## src/rtl/usb_route_pkg.sv

```systemverilog
package usb_route_pkg;
  localparam int NUM_PORTS = 3;
  localparam int PORT_W    = 2;
  localparam int TGT_W     = 2;
  localparam int NUM_TGT   = 2;
  localparam int WORD_W    = 32;

  typedef enum logic [1:0] {RSP_NONE, RSP_OK, RSP_BUSY, RSP_ERR} rsp_e;

  function automatic logic [WORD_W-1:0] field_mask(input int p);
    logic [WORD_W-1:0] m;
    m = '0;
    case (p)
      0: m[5:4] = 2'b11;
      2: m[31]  = 1'b1;
      default: m = '0;
    endcase
    return m;
  endfunction

  function automatic logic [WORD_W-1:0] field_value(input int p, input logic tgt);
    logic [WORD_W-1:0] v;
    v = '0;
    case (p)
      0: v[5:4] = tgt ? 2'b11 : 2'b01;
      2: v[31]  = tgt;
      default: v = '0;
    endcase
    return v;
  endfunction

  function automatic logic [WORD_W-1:0] all_masks();
    logic [WORD_W-1:0] m;
    m = '0;
    for (int p = 0; p < NUM_PORTS; p++) m |= field_mask(p);
    return m;
  endfunction
endpackage

```

## src/rtl/usb_route_arb.sv

```systemverilog
module usb_route_arb
  import usb_route_pkg::*;
#(
  parameter int NUM_REQ = 2
) (
  input  logic [NUM_REQ-1:0]        valid_i,
  input  logic [NUM_REQ-1:0]        release_i,
  input  logic [NUM_REQ*PORT_W-1:0] port_i,
  input  logic [NUM_REQ*TGT_W-1:0]  target_i,
  input  logic [NUM_PORTS-1:0]      owned_i,
  output rsp_e                      code_o [NUM_REQ],
  output logic [NUM_PORTS-1:0]      grant_o,
  output logic [NUM_PORTS-1:0]      grant_tgt_o,
  output logic [NUM_PORTS-1:0]      release_o
);
  logic [NUM_PORTS-1:0] taken;

  // lanes are served in index order; a port taken earlier in the loop is busy
  always_comb begin
    taken       = owned_i;
    grant_o     = '0;
    grant_tgt_o = '0;
    release_o   = '0;
    for (int l = 0; l < NUM_REQ; l++) begin
      logic [PORT_W-1:0] pt;
      logic [TGT_W-1:0]  tg;
      logic              port_ok;
      pt      = port_i[l*PORT_W +: PORT_W];
      tg      = target_i[l*TGT_W +: TGT_W];
      port_ok = 32'(pt) < NUM_PORTS;
      code_o[l] = RSP_NONE;
      if (valid_i[l]) begin
        if (!port_ok) begin
          code_o[l] = RSP_ERR;
        end else if (release_i[l]) begin
          code_o[l] = RSP_OK;
          for (int p = 0; p < NUM_PORTS; p++)
            if (32'(pt) == p) release_o[p] = 1'b1;
        end else if (32'(tg) >= NUM_TGT) begin
          code_o[l] = RSP_ERR;
        end else begin
          for (int p = 0; p < NUM_PORTS; p++) begin
            if (32'(pt) == p) begin
              if (taken[p]) begin
                code_o[l] = RSP_BUSY;
              end else begin
                code_o[l]      = RSP_OK;
                taken[p]       = 1'b1;
                grant_o[p]     = 1'b1;
                grant_tgt_o[p] = tg[0];
              end
            end
          end
        end
      end
    end
  end
endmodule

```

## src/rtl/usb_route_owner.sv

```systemverilog
module usb_route_owner
  import usb_route_pkg::*;
(
  input  logic                 clk_i,
  input  logic                 rst_ni,
  input  logic [NUM_PORTS-1:0] grant_i,
  input  logic [NUM_PORTS-1:0] grant_tgt_i,
  input  logic [NUM_PORTS-1:0] release_i,
  output logic [NUM_PORTS-1:0] owned_o,
  output logic [NUM_PORTS-1:0] tgt_o
);
  for (genvar p = 0; p < NUM_PORTS; p++) begin : g_port
    always_ff @(posedge clk_i or negedge rst_ni) begin
      if (!rst_ni) begin
        owned_o[p] <= 1'b0;
        tgt_o[p]   <= 1'b0;
      end else if (grant_i[p]) begin
        owned_o[p] <= 1'b1;
        tgt_o[p]   <= grant_tgt_i[p];
      end else if (release_i[p]) begin
        owned_o[p] <= 1'b0;
      end
    end

    p_no_double_grant_r6: assert property (@(posedge clk_i) disable iff (!rst_ni)
      grant_i[p] |-> !owned_o[p]);
    p_release_idles_r7: assert property (@(posedge clk_i) disable iff (!rst_ni)
      (release_i[p] && !grant_i[p]) |=> !owned_o[p]);
    p_busy_keeps_tgt_r6: assert property (@(posedge clk_i) disable iff (!rst_ni)
      (owned_o[p] && !release_i[p]) |=> (owned_o[p] && $stable(tgt_o[p])));
  end
endmodule

```

## src/rtl/usb_route_reg.sv

```systemverilog
module usb_route_reg
  import usb_route_pkg::*;
(
  input  logic                 clk_i,
  input  logic                 rst_ni,
  input  logic [NUM_PORTS-1:0] grant_i,
  input  logic [NUM_PORTS-1:0] grant_tgt_i,
  output logic [WORD_W-1:0]    word_o
);
  logic [WORD_W-1:0] word_d;

  // masked read-modify-write per granted port
  always_comb begin
    word_d = word_o;
    for (int p = 0; p < NUM_PORTS; p++)
      if (grant_i[p])
        word_d = (word_d & ~field_mask(p)) | field_value(p, grant_tgt_i[p]);
  end

  always_ff @(posedge clk_i or negedge rst_ni) begin
    if (!rst_ni) word_o <= '0;
    else         word_o <= word_d;
  end

  p_no_grant_stable_r5: assert property (@(posedge clk_i) disable iff (!rst_ni)
    (grant_i == '0) |=> $stable(word_o));
  p_outside_zero_r5: assert property (@(posedge clk_i) disable iff (!rst_ni)
    (word_o & ~all_masks()) == '0);
  p_port0_legal_r3: assert property (@(posedge clk_i) disable iff (!rst_ni)
    word_o[5:4] != 2'b10);
  p_port2_follow_r4: assert property (@(posedge clk_i) disable iff (!rst_ni)
    grant_i[2] |=> (word_o[31] == $past(grant_tgt_i[2])));
endmodule

```

## src/rtl/usb_route_claim.sv

```systemverilog
module usb_route_claim
  import usb_route_pkg::*;
#(
  parameter int NUM_REQ = 2
) (
  input  logic                        clk_i,
  input  logic                        rst_ni,
  input  logic [NUM_REQ-1:0]          req_valid_i,
  input  logic [NUM_REQ-1:0]          req_release_i,
  input  logic [NUM_REQ*PORT_W-1:0]   req_port_i,
  input  logic [NUM_REQ*TGT_W-1:0]    req_target_i,
  output logic [NUM_REQ-1:0]          rsp_valid_o,
  output logic [NUM_REQ-1:0]          rsp_ok_o,
  output logic [NUM_REQ-1:0]          rsp_busy_o,
  output logic [NUM_REQ-1:0]          rsp_err_o,
  output logic [WORD_W-1:0]           route_word_o,
  output logic [NUM_PORTS-1:0]        port_owned_o,
  output logic [NUM_PORTS-1:0]        port_target_o
);
  rsp_e                 code [NUM_REQ];
  logic [NUM_PORTS-1:0] grant, grant_tgt, rel;

  usb_route_arb #(.NUM_REQ(NUM_REQ)) u_arb (
    .valid_i    (req_valid_i),
    .release_i  (req_release_i),
    .port_i     (req_port_i),
    .target_i   (req_target_i),
    .owned_i    (port_owned_o),
    .code_o     (code),
    .grant_o    (grant),
    .grant_tgt_o(grant_tgt),
    .release_o  (rel)
  );

  usb_route_owner u_owner (
    .clk_i      (clk_i),
    .rst_ni     (rst_ni),
    .grant_i    (grant),
    .grant_tgt_i(grant_tgt),
    .release_i  (rel),
    .owned_o    (port_owned_o),
    .tgt_o      (port_target_o)
  );

  usb_route_reg u_reg (
    .clk_i      (clk_i),
    .rst_ni     (rst_ni),
    .grant_i    (grant),
    .grant_tgt_i(grant_tgt),
    .word_o     (route_word_o)
  );

  for (genvar l = 0; l < NUM_REQ; l++) begin : g_rsp
    always_ff @(posedge clk_i or negedge rst_ni) begin
      if (!rst_ni) begin
        rsp_valid_o[l] <= 1'b0;
        rsp_ok_o[l]    <= 1'b0;
        rsp_busy_o[l]  <= 1'b0;
        rsp_err_o[l]   <= 1'b0;
      end else begin
        rsp_valid_o[l] <= code[l] != RSP_NONE;
        rsp_ok_o[l]    <= code[l] == RSP_OK;
        rsp_busy_o[l]  <= code[l] == RSP_BUSY;
        rsp_err_o[l]   <= code[l] == RSP_ERR;
      end
    end

    p_one_result_r10: assert property (@(posedge clk_i) disable iff (!rst_ni)
      rsp_valid_o[l] |-> $onehot({rsp_ok_o[l], rsp_busy_o[l], rsp_err_o[l]}));
    p_no_spurious_r10: assert property (@(posedge clk_i) disable iff (!rst_ni)
      !req_valid_i[l] |=> !rsp_valid_o[l]);
    p_err_no_change_r8: assert property (@(posedge clk_i) disable iff (!rst_ni)
      (req_valid_i == (NUM_REQ'(1) << l) && req_port_i[l*PORT_W +: PORT_W] == 2'd3)
        |=> ($stable(route_word_o) && $stable(port_owned_o)));
  end
endmodule

```

## config.mk

```make
export PLATFORM = sky130hd
export DESIGN_NAME = usb_route_claim
export DESIGN_NICKNAME = d
export VERILOG_FILES = /design/src/rtl/usb_route_pkg.sv /design/src/rtl/usb_route_arb.sv /design/src/rtl/usb_route_owner.sv /design/src/rtl/usb_route_reg.sv /design/src/rtl/usb_route_claim.sv
export SDC_FILE = /design/constraint.sdc
export NUM_CORES = 1
export LEC_CHECK = 0
export BUFFER_PORTS_ARGS = -buffer_cell sky130_fd_sc_hd__buf_2
export CAP_MARGIN = 40
export CELL_PAD_IN_SITES_DETAIL_PLACEMENT = 1
export CELL_PAD_IN_SITES_GLOBAL_PLACEMENT = 2
export CORE_MARGIN = 2
export CORE_UTILIZATION = 26
export DETAILED_ROUTE_END_ITERATION = 6
export GPL_TIMING_DRIVEN = 0
export PLACE_DENSITY_LB_ADDON = 0.08
export SLEW_MARGIN = 20
export SYNTH_ARGS = -nofsm -noshare
export SYNTH_HDL_FRONTEND = slang
export SYNTH_SLANG_ARGS = --single-unit
```

## constraint.sdc

```tcl
create_clock -name clk_i -period 1.7 [get_ports clk_i]
set_clock_uncertainty 0.05 [all_clocks]
set_input_delay 0 -clock clk_i [delete_from_list [all_inputs] [get_ports clk_i]]
set_output_delay 0 -clock clk_i [all_outputs]
set_load 0.005 [all_outputs]
```

Word-level counts from Yosys, hierarchy flattened:

Index checks and enable logic that the tools add are counted.

* register bits after elaboration: 46
* output and inout port bits: 46
* bits of input ports: 14
* word-level logic and storage cells: 141

* order comparisons: 4
* equal/unequal tests: 10
* reduce and logical (&&, ||, !) cells: 7
* bitwise logic cells: 9
* muxes and demuxes: 96

Operator list (count)
* 2-to-1 mux 32 bit: 4
* bitwise AND 32 bit: 3
* NOT 32 bit: 3
* bitwise OR 32 bit: 3
* 2-to-1 mux 3 bit: 26
* 2-to-1 mux 2 bit: 23
* 2-to-1 mux 1 bit: 41
* 2-to-1 mux 31 bit: 1
* 2-to-1 mux 30 bit: 1
* == test 2 bit (second input constant): 6
* nonzero test 2 bit: 5
* == test 2 x 1 -> 1 bit (second input constant): 4
* greater-or-equal comparator 2 bit (second input constant): 2
* zero test 2 bit: 2
* < comparator 2 bit (second input constant): 2

Logic depth before layout (Yosys ltp):

Gate-level depths: netlist of the first run.

* depth after elaboration: 23
* gate-level depth with buffers: 5
* depth with buffers taken out: 4

Modules after synthesis:

A second synthesis of the first run with hierarchy kept.

* cells, all modules: 120
* area total of the unflattened synthesis: 1148.6 um^2

By module, submodules not included
* usb_route_arb: cells each 53, area each 332.8 um^2, sequential area each 0.0 um^2, times used 1
* usb_route_reg: cells each 36, area each 332.8 um^2, sequential area each 75.1 um^2, times used 1
* usb_route_claim: cells each 16, area each 250.2 um^2, sequential area each 200.2 um^2, times used 1
* usb_route_owner: cells each 15, area each 232.7 um^2, sequential area each 150.1 um^2, times used 1

Worst setup path before layout of the first run:

OpenSTA, ideal clock, no wires.

* kind: in2reg
* from: in req_port_i[1]
* to: reg rsp_ok_o[1]
* library setup time: 0.120 ns
* buffers on the path: 1
* data required time: 1.530 ns
* path slack: 0.463 ns
* stages on the path: 5
* arrival: 1.066 ns
* cell sequence: buf_4 > or4bb_1 > o21ai_0 > nor3_1 > o211a_1

* word-level cells in the longest chain between the ends: 15
* elaborated cells on any way between the ends: 22
* those cells by class: order compare: 1; eq/ne: 3; mux: 17; reduce/logical: 1

Ends and longest elaborated chain
* start: declaration: line usb_route_claim.sv:10 `input logic [NUM_REQ*PORT_W-1:0] req_port_i,`
* zero test 2 bit: line usb_route_arb.sv:43 `if (32'(pt) == p) begin`
* 2-to-1 mux 1 bit: line usb_route_arb.sv:43
* 2-to-1 mux 3 bit: line usb_route_arb.sv:39 `end else if (32'(tg) >= NUM_TGT) begin`
* 2-to-1 mux 3 bit: line usb_route_arb.sv:35 `end else if (release_i[l]) begin`
* 2-to-1 mux 3 bit (*): line usb_route_arb.sv:33 `if (!port_ok) begin`
* 2-to-1 mux 3 bit (*): line usb_route_arb.sv:32 `if (valid_i[l]) begin`
* 2-to-1 mux 2 bit: line usb_route_arb.sv:44 `if (taken[p]) begin`
* 2-to-1 mux 2 bit (2 in series): line usb_route_arb.sv:43
* 2-to-1 mux 2 bit (*): line usb_route_arb.sv:43
* 2-to-1 mux 2 bit (*): line usb_route_arb.sv:39
* 2-to-1 mux 2 bit (*): line usb_route_arb.sv:35
* 2-to-1 mux 2 bit (*): line usb_route_arb.sv:33
* 2-to-1 mux 2 bit (*): line usb_route_arb.sv:32
* == test 2 x 1 -> 1 bit (*): line usb_route_claim.sv:62 `rsp_ok_o[l] <= code[l] == RSP_OK;`
* end signal: indexed assignment: line usb_route_claim.sv:57 `rsp_ok_o[l] <= 1'b0;`
* end signal: indexed assignment: line usb_route_claim.sv:62
* end: declaration: line usb_route_claim.sv:13 `output logic [NUM_REQ-1:0] rsp_ok_o,`

Mark *: on every way between the ends. The rest lies on a longest branch, timed or not.
A chain may end at the register's enable or synchronous reset.

Final worst setup path of the first run:

* from: in req_valid_i[1]
* to: reg u_owner.tgt_o[0]

* word-level cells in the longest chain between the ends: 1
* elaborated cells on any way between the ends: 2
* those cells by class: mux: 2

Ends and longest elaborated chain
* start: declaration: line usb_route_claim.sv:8 `input logic [NUM_REQ-1:0] req_valid_i,`
* 2-to-1 mux 3 bit: line usb_route_arb.sv:32
* end signal: indexed assignment: line usb_route_owner.sv:19 `tgt_o[p] <= grant_tgt_i[p];`
* end: declaration: line usb_route_owner.sv:10 `output logic [NUM_PORTS-1:0] tgt_o`

Parallel ways exist; a longest one is shown, timed or not.

==> results of run 1 <==
==> timing repair <==
item,CTS,global route
hold buffers,2,0
endpoints found under the setup margin,0,2
resized for setup,0,1
hold endpoints to repair,17,0
==> report_power, final <==
group          total (mW)  leakage (nW)  switching [mW]  internal (mW)
Combinational       0.376         0.572           0.170          0.206
Sequential          0.477         0.185          0.0599          0.417
Clock               0.294        0.0228           0.129          0.166
Total                1.15         0.780           0.358          0.789
==> cells by family after synthesis <==
kind of cell | after synthesis | synth area share, %
other | 1 | 0.344
AOI/OAI and AO/OA | 23 | 15.0
buffers and inverters | 41 | 27.6
xor gates and xnor gates | 1 | 0.803
DFF | 15 | 34.4
and+or+nand+nor | 36 | 19.0
muxes | 3 | 2.75
==> stage by stage <==
stage	cell area, um^2	util [%]	setup slack, ns	power, mW	hold slack [ns]
finish	1470	36.5	0.160	1.15	0.00987
floorplan	1200	-	0.463	0.708	-0.346
global placement	1400	34.7	0.268	0.849	-0.118
CTS	1460	36.3	0.135	1.17	0.00856
detailed placement	1400	34.7	0.240	0.861	-0.115
global route	1470	36.5	0.0777	1.24	0.0291
==> layer usage <==
layer | GRT usage (%) | part of all wire (%) | up-vias
met5 | 0 | 0 | -
met4 | 5.15 | 1.3 | 0
met3 | 1.79 | 6.1 | 2
met2 | 21.6 | 51 | 34
met1 | 13.7 | 42 | 449
li1 | - | - | 477
==> cell usage after synthesis, drive strengths merged, types with 2 or more instances <==
cell type	count	area, um^2
a21oi	4	20.0
buf	36	278
dfrtp	15	375
inv	3	11.3
mux2i	3	30.0
nand2	6	22.5
nand2b	4	25.0
nand3b	2	15.0
nor2	8	30.0
nor2b	2	12.5
nor3	4	25.0
o21ai	5	25.0
o22ai	3	18.8
o31ai	3	22.5
or3b	2	17.5
==> sequential cells by signal (all words and copies together), names as in the netlist <==
signal	cells
u_owner.tgt_o	3
rsp_ok_o	2
rsp_err_o	2
rsp_busy_o	2
u_reg.word_o	1
rsp_valid_o	2
u_owner.owned_o	3
==> final timing paths <==
path                                                startpoint                      endpoint  slack [ns]
worst max-delay path                            req_valid_i[1]  u_owner.tgt_o[0]$_DFFE_PN0P_        0.16
worst min-delay path                            req_valid_i[0]        rsp_err_o[0]$_DFF_PN0_        0.01
worst max register to register  u_owner.owned_o[0]$_DFFE_PN0P_         rsp_ok_o[0]$_DFF_PN0_        0.37
worst min register to register     u_reg.word_o[4]$_DFFE_PN0P_   u_reg.word_o[4]$_DFFE_PN0P_        0.41
max in group asynchronous                               rst_ni       rsp_busy_o[1]$_DFF_PN0_        1.20
min in group asynchronous                               rst_ni        rsp_err_o[0]$_DFF_PN0_        0.14
==> critical path: cells and delay by family <==
family / cells / cell delay (ns)
AOI/OAI and AO/OA: 2 / 0.36
and+or+nand+nor: 2 / 0.60
buffers and inverters: 2 / 0.66
==> final cells by class <==
class	instances	area, um^2	area share, %
timing repair buffer	30	160	10.9
inverter	3	11.3	0.766
clock buffer	4	45.0	3.06
sequential	15	375	25.5
tap	50	62.6	4.26
multi-input combinational	92	526	35.7
buffer	38	290	19.7
==> impl_results.md, run 1 <==
* Status: finished, final reports clean
* Vias in the first global route at 954
* Largest net degree at the start of global routing at 16
* Share of layout cells above drive strength 1 at 39.0%
* Crit end category: flip-flop
* Antenna violations before repair at 0
* Residual DRC at 0
* 1st-pass router iterations at 4
* CP startpoint kind: input port
* Clk_lat worst skew at 0.24 ns
* Antenna cells at 0
* Tcrit/Tclk final at 90.6%
* Most frequent cells in the layout: buf_4, conb_1, buf_2
* Clock sink count at 15
* DRT Wirelength at 2.64 mm
* Filler cells at 512
* Fmax at 649 MHz
* DIE AREA at about 4700 um^2
* Setup Fix Bufs, Post-CTS at 0
* RSZ-0062 raised after global routing: no
* Area grow syn2layout at 34.7%
* Max-capacitance violation count at 0
* Post-synth cell types at 38
* Die Wd at 68.8 um
* CP Class: input port to flip-flop
* Worst Path Required at 1.79 ns
* Htree depth at 1
* Min-Delay Path Depth at 3
* Leakage at 0.780 nW
* Max VDD drop at 0.249 mV
* GRT Total Usage at a little under an eighth
* HPWL Detailed at between 2 and 2.5 mm
* Min Clock Period, post-route at 1.54 ns
* Clock buffer depth at 2
* Sequential area share after synthesis at 34.4%
* Crit path DAT at 1.63 ns
* Most used DFF post-synth: dfrtp_1
* Vias per std cell at 4.15
* Fin. max-slew vios at 0
* Global route total overflow at 0
* Slowest cell on crit path: dlygate4sd3_1
* CTS tree: done
* Mapped Cells at 120
* DR vias at 962
* Row count at 23
* Total CTS buffers at 3
* Final TNS setup at 0 ns
* CP max FO at 6
* Initial core utilization at 27.1%
* Clock slew at reported path FFs at 0.07 ns
* Routed length per instance at 11.4 um
* Flops & latches, synth at 15
* Final setup viols at 0
* Pwr Density at between 700 and 800 nW/um^2
* Routability cong. at slightly below 0.8
* Clock root buffer: clkbuf_8
* IO Pins at 60
* Mapped Area at 1090 um^2
* Post-synth EDFFs at 0
* HP Class: input port to flip-flop
* Post-synth ARST share at 100%
* Fin cells at 232
* 1st-iter DRT viols at 11
* Hold Vio Cnt, Final at 0
* Avg Cell Area, Syn at between 9 and 10 um^2
* Core area at a little over 4000 um^2
* Number of port buffers at 28
* Global-route wire length before repair at roughly 4.2 mm
* Most common cell after layout, fill and taps aside: buf_4
* Placed cell count at 226
* Yosys warnings at 0
* R2r worst-path depth at 4
* Final ANT Viol Nets at 0
* Die H at slightly below 70 um
* Worst path max stage delay at 0.52 ns
* Fin nets at 197
* CP Cell Sequence: dlygate4sd3_1, buf_2, or3b_1, nor3_1, o21ai_1, a22o_1
(Power assumes the default switching activity.)
==> run 2, diff against run 1 <==
--- a/config.mk
+++ b/config.mk
@@ -13,7 +13,7 @@
 export CORE_UTILIZATION = 26
 export DETAILED_ROUTE_END_ITERATION = 6
 export GPL_TIMING_DRIVEN = 0
-export PLACE_DENSITY_LB_ADDON = 0.08
+export PLACE_DENSITY_LB_ADDON = 0.2
 export SLEW_MARGIN = 20
 export SYNTH_ARGS = -nofsm -noshare
 export SYNTH_HDL_FRONTEND = slang
==> run 2 against run 1 <==
Against the previous run: worst hold slack improved by 0.0026 ns; non-clock buffer count is the same; sequential share of layout area is 0.11 points higher; sequential power about the same; die area stayed put; register-to-register slack worse by 0.03 ns; utilization decreased by 0.16 points; fmax down 4.4%; final area fell by 0.43%; sequential cell count stayed put; largest cell class unchanged.
==> impl_results.md, run 2 (synthesized netlist as in run 1, its figures left out) <==
* CP Class: input port to flip-flop
* CP max FO at 6 (unchanged)
* Crit end category: flip-flop
* IO Pins at 60 (unchanged)
* HP Class: input port to flip-flop
* DR vias at 944 (-1.9%)
* Placed cell count at 226 (unchanged)
* Worst-margin pin slew at 0.516 ns
* Core Util, Final at 36.3% (-0.16 points)
* Clock root buffer: clkbuf_8
* Die H at 68.8 um (unchanged)
* Largest net degree at the start of global routing at 16 (unchanged)
* Fin nets at 197 (unchanged)
* Area grow syn2layout at 34.2%
* Hold Vio Cnt, Final at 0 (unchanged)
* Die Wd at 68.8 um (unchanged)
* Fin cells at 232 (unchanged)
* Residual DRC at 0 (unchanged)
* Clock buffer depth at 2 (unchanged)
* Initial core utilization at 27.1% (unchanged)
* Final setup viols at 0 (unchanged)
* Status: finished, final reports clean
* Placed cell areas at 1400 um^2 (unchanged)
* Clock sink count at 15 (unchanged)
* DIE AREA at 4730 um^2 (unchanged)
* Fmax at 621 MHz (-4.4%)
* Filler cells at 504 (-1.6%)
* Global route total overflow at 0 (unchanged)
* Vias in the first global route at 969 (+1.6%)
* Core area at 4030 um^2 (unchanged)
* Final ANT Viol Nets at 0 (unchanged)
* Pwr Density at 777 nW/um^2 (-0.41%)
* Clk_lat worst skew at 0.24 ns (about the same)
* Max-capacitance violation count at 0 (unchanged)
* Most frequent cells in the layout: buf_4, conb_1, buf_2
* Row count at 23 (unchanged)
* Number of port buffers at 28 (unchanged)
* Antenna cells at 0 (unchanged)
* Total CTS buffers at 3 (unchanged)
* CP startpoint kind: input port
* Htree depth at 1 (unchanged)
* Final TNS setup at 0 ns (unchanged)
* GRT Total Usage at 11.8% (-0.094 points)
* Worst Path Required at 1.77 ns (-0.02 ns)
* Share of layout cells above drive strength 1 at 38.5% (-0.55 points)
* 1st-iter DRT viols at 16 (+5)
* Crit path launch: req_valid_i[1]
* 1st-pass router iterations at 4 (unchanged)
* Setup Fix Bufs, Post-CTS at 0 (unchanged)
* Routed length per instance at 11.3 um (-0.76%)
* Largest registers: u_owner.owned_o x3, u_owner.tgt_o x3
* Global-route wire length before repair at 4.20 mm (-0.64%)
* Max VDD drop at 0.341 mV (+37%)
* Post-CTS resize count at 0 (unchanged)
* Crit path DAT at 1.68 ns (+0.05 ns)
* Leakage at 0.778 nW (-0.18%)
* Clock slew at reported path FFs at 0.06 ns (about the same)
* Min Clock Period, post-route at 1.61 ns (+0.0708 ns)
* HPWL Detailed at 2.13 mm (-1.4%)
* DRT Wirelength at 2.62 mm (-0.76%)
* Antenna violations before repair at 0 (unchanged)
* RSZ-0062 raised after global routing: no
* Post-cts hold buffer count at 2 (unchanged)
* Vias per std cell at 4.07 (-1.9%)
* Worst hold margin at 0.0125 ns (+0.00263 ns)
* Relative slew slack at 65.1%
* CTS tree: done
* Tcrit/Tclk final at 94.7% (+4.2 points)
* Fin. max-slew vios at 0 (unchanged)
* Cell area after layout at 1460 um^2 (-0.43%)
* Routability cong. at 0.747 (-3.0%)
* Reg-to-reg startpoint: u_owner.owned_o[1]$_DFFE_PN0P_
* Most common cell after layout, fill and taps aside: buf_4
* Worst Hold Launch: req_valid_i[0]
[run 2: cell types whose count changed in the layout (fill, tap and decap cells not counted)]
cell     previous run  this run
nor4b_1             0         1
nor4b_2             1         0
[run 2: per-layer routing]
metal  wire length [um]  part of all wire [%]  GRT usage [%]  vias up
met5                  0                     0              0        -
met4                 39                   1.5           5.64        0
met3                162                   6.2           1.46        4
met2               1290                    49           21.4       35
met1               1120                    43           13.6      429
li1                   -                     -              -      476
[run 2: report_power, final]
part           total (mW)  internal, mW  switching [mW]
sequential          0.478         0.418          0.0601
combinational       0.373         0.206           0.168
clock               0.287         0.166           0.121
[run 2: area by class of cell]
class	count	area [um^2]	area share, %
buffer	38	290	19.8
inverter	3	11.3	0.769
clock buffer	4	45.0	3.08
sequential	15	375	25.6
timing repair buffer	30	160	10.9
tap	50	62.6	4.27
multi-input combinational	92	519	35.5
[run 2: per-stage QoR]
step / total power, mW / setup WS, ns
final: 1.14 / 0.0893
after CTS: 1.16 / 0.0862
after floorplan: 0.708 / 0.463
after global routing: 1.24 / 0.0354
after detailed placement: 0.856 / 0.274
after global placement: 0.849 / 0.271
[run 2: final timing paths]
check	slack (ns)	endpoint	cells after the start
max in group asynchronous	1.20	rsp_ok_o[0]$_DFF_PN0_	2
worst min register to register	0.43	u_reg.word_o[4]$_DFFE_PN0P_	1
min in group asynchronous	0.14	rsp_err_o[1]$_DFF_PN0_	2
worst min-delay path	0.01	rsp_ok_o[0]$_DFF_PN0_	3
worst max-delay path	0.09	u_owner.tgt_o[2]$_DFFE_PN0P_	5
worst max register to register	0.34	rsp_err_o[0]$_DFF_PN0_	4
[run 2: worst max-delay path, cell delays in order]
cell and delay (ns):
dlygate4sd3_1 0.52, buf_2 0.15, or3b_1 0.43, o41ai_1 0.46, a21oi_1 0.12
==> run 3, diff against run 2 <==
--- a/config.mk
+++ b/config.mk
@@ -9,6 +9,7 @@
 export CAP_MARGIN = 40
 export CELL_PAD_IN_SITES_DETAIL_PLACEMENT = 1
 export CELL_PAD_IN_SITES_GLOBAL_PLACEMENT = 2
+export CORE_ASPECT_RATIO = 2
 export CORE_MARGIN = 2
 export CORE_UTILIZATION = 26
 export DETAILED_ROUTE_END_ITERATION = 6
==> run 3 against run 2 <==
Against the previous run: sequential cell count did not move; count of clock-buffer cells in the layout fell by 1; via count rose by 3.2%; wire length rose by 6.7%; first-iteration DRC count fell by 69%; critical path type unchanged; critical endpoint is now u_owner.tgt_o[0]$_DFFE_PN0P_; largest cell class unchanged.
==> impl_results.md, run 3 (synthesized netlist as in run 1, its figures left out) <==
* Vias in the first global route at 972 (+0.31%)
* Htree depth at 1 (unchanged)
* Most frequent cells in the layout: buf_4, conb_1, buf_2
* Crit path DAT at 1.67 ns (about the same)
* Min Clock Period, post-route at 1.59 ns (-0.0202 ns)
* RSZ-0062 raised after global routing: no
* Crit end category: flip-flop
* Final setup viols at 0 (unchanged)
* Residual DRC at 0 (unchanged)
* Int Power at 787 uW (-0.22%)
* CTS tree: done
* Max-capacitance violation count at 0 (unchanged)
* Worst path max stage delay at 0.53 ns (about the same)
* DR vias at 974 (+3.2%)
* Tcrit/Tclk final at 93.6% (-1.2 points)
* Fin nets at 198 (+0.51%)
* Status: finished, final reports clean
* Die Wd at 49.8 um (-28%)
* Max VDD drop at 0.285 mV (-17%)
* CP Cell Sequence: dlygate4sd3_1, buf_2, or3b_1, nor3_1, o21ai_1, a22o_1
* 1st-iter DRT viols at 5 (-11)
* Final ANT Viol Nets at 0 (unchanged)
* 1st-pass router iterations at 3 (-1)
* Area grow syn2layout at 36.0%
* CP max FO at 4 (-2)
* Clock buffer depth at 2 (unchanged)
* Flop pwr share at 41.6% (-0.4 points)
* Final TNS setup at 0 ns (unchanged)
* Fmax at 629 MHz (+1.3%)
* Clk_lat worst skew at 0.25 ns (about the same)
* Hold Vio Cnt, Final at 0 (unchanged)
* DIE AREA at 4760 um^2 (+0.66%)
* CP startpoint kind: input port
* Largest registers: u_owner.owned_o x3, u_owner.tgt_o x3
* Pre-CTS setup slack at 0.266 ns (-0.00800 ns)
* Clock root buffer: clkbuf_8
* Leakage at 0.787 nW (+1.1%)
* Global route total overflow at 0 (unchanged)
* Net switching power at 361 uW (+3.5%)
* Switching Share at 31.4% (+0.78 points)
* CP Class: input port to flip-flop
* Number of port buffers at 28 (unchanged)
* GRT Total Usage at 11.9% (+0.12 points)
* Core area at 4050 um^2 (+0.43%)
* Share of layout cells above drive strength 1 at 39.3% (+0.88 points)
* Filler cells at 527 (+4.6%)
* DRT Wirelength at 2.80 mm (+6.7%)
* HPWL Detailed at 2.42 mm (+14%)
* Clock sink count at 15 (unchanged)
* Core Util, Final at 36.7% (+0.34 points)
* Fin. max-slew vios at 0 (unchanged)
* Initial core utilization at 27.0% (-0.12 points)
* Area of the multi-input gates at 526 um^2 (+1.2%)
* Routed length per instance at 11.9 um (+5.4%)
* Final worst slack at 0.110 ns (+0.0202 ns)
* Vias per std cell at 4.14 (+1.9%)
* Antenna violations before repair at 0 (unchanged)
* Pwr Density at 774 nW/um^2 (-0.45%)
* Slowest cell on crit path: dlygate4sd3_1
* HP Class: input port to flip-flop
* Logic pwr share at 33.1% (+0.3 points)
* Reg area at 375 um^2 (unchanged)
* Antenna cells at 0 (unchanged)
* Row count at 33 (+43%)
* Most common cell after layout, fill and taps aside: buf_4
* Total CTS buffers at 3 (unchanged)
* Routability cong. at 0.828 (+11%)
* Clock power frac at 25.3% (about the same)
* Clock slew at reported path FFs at 0.07 ns (about the same)
* Die H at 95.6 um (+39%)
* IO Pins at 60 (unchanged)
* Global-route wire length before repair at 4.26 mm (+1.6%)
* Largest net degree at the start of global routing at 16 (unchanged)
* Worst Path Required at 1.78 ns (about the same)
-- run 3: cell count changes in the layout (fill, tap and decap cells not counted) --
cell and change:
clkbuf_1 -1, clkinv_2 +1, dlygate4sd3_1 +1, nor4b_1 -1
nor4b_2 +1
-- run 3: final cells by class --
| class | instances | area share (%) |
|---|---|---|
| buffer | 38 | 19.6 |
| clock buffer | 3 | 2.78 |
| clock inverter | 1 | 0.337 |
| inverter | 3 | 0.759 |
| multi-input combinational | 92 | 35.4 |
| sequential | 15 | 25.3 |
| tap | 52 | 4.38 |
| timing repair buffer | 31 | 11.5 |
-- run 3: what timing repair did --
action,in CTS,in global routing
buffers inserted,0,0
endpoints found under the hold margin,18,0
endpoints found under the setup margin,0,2
resized for setup,0,1
hold buffers,3,0
-- run 3: final timing paths --
path	startpoint	to	slack [ns]	cells after the start
max	req_target_i[3]	u_owner.tgt_o[0]$_DFFE_PN0P_	0.11	6
min	req_port_i[3]	rsp_err_o[1]$_DFF_PN0_	0.02	3
min in group asynchronous	rst_ni	rsp_busy_o[0]$_DFF_PN0_	0.14	2
max reg2reg	u_owner.owned_o[1]$_DFFE_PN0P_	rsp_err_o[0]$_DFF_PN0_	0.29	4
min reg2reg	u_reg.word_o[4]$_DFFE_PN0P_	u_reg.word_o[4]$_DFFE_PN0P_	0.43	1
max in group asynchronous	rst_ni	u_owner.tgt_o[0]$_DFFE_PN0P_	1.20	2
-- run 3: per-stage QoR --
stage	instance area (um^2)	instances	power (mW)	hold WS (ns)
after floorplan	1200	148	0.708	-0.346
after global placement	1400	228	0.853	-0.127
after detailed placement	1400	228	0.862	-0.112
after CTS	1480	235	1.16	0.00951
after global routing	1480	235	1.23	0.0224
final	1480	235	1.15	0.0151
-- run 3: critical path, delay by kind of cell --
family	cells	cell delay, ns
AO/OA/AOI/OAI	2	0.36
buffers and inverters	2	0.67
AND/OR/NAND/NOR	2	0.64
-- run 3: power groups by stage --
stage	Clock, mW	Combinational (mW)	Sequential (mW)
CTS	0.302	0.382	0.481
finish	0.291	0.380	0.477
detailed placement	0	0.376	0.486
global route	0.320	0.421	0.490
global placement	0	0.369	0.484
floorplan	0	0.231	0.477
-- run 3: per-layer routing --
layer,up-vias,wire [um],GRT usage (%)
met4,0,29,4.86
met2,36,1710,26.0
li1,479,-,-
met1,457,896,9.24
met3,2,164,2.66
met5,-,0,0
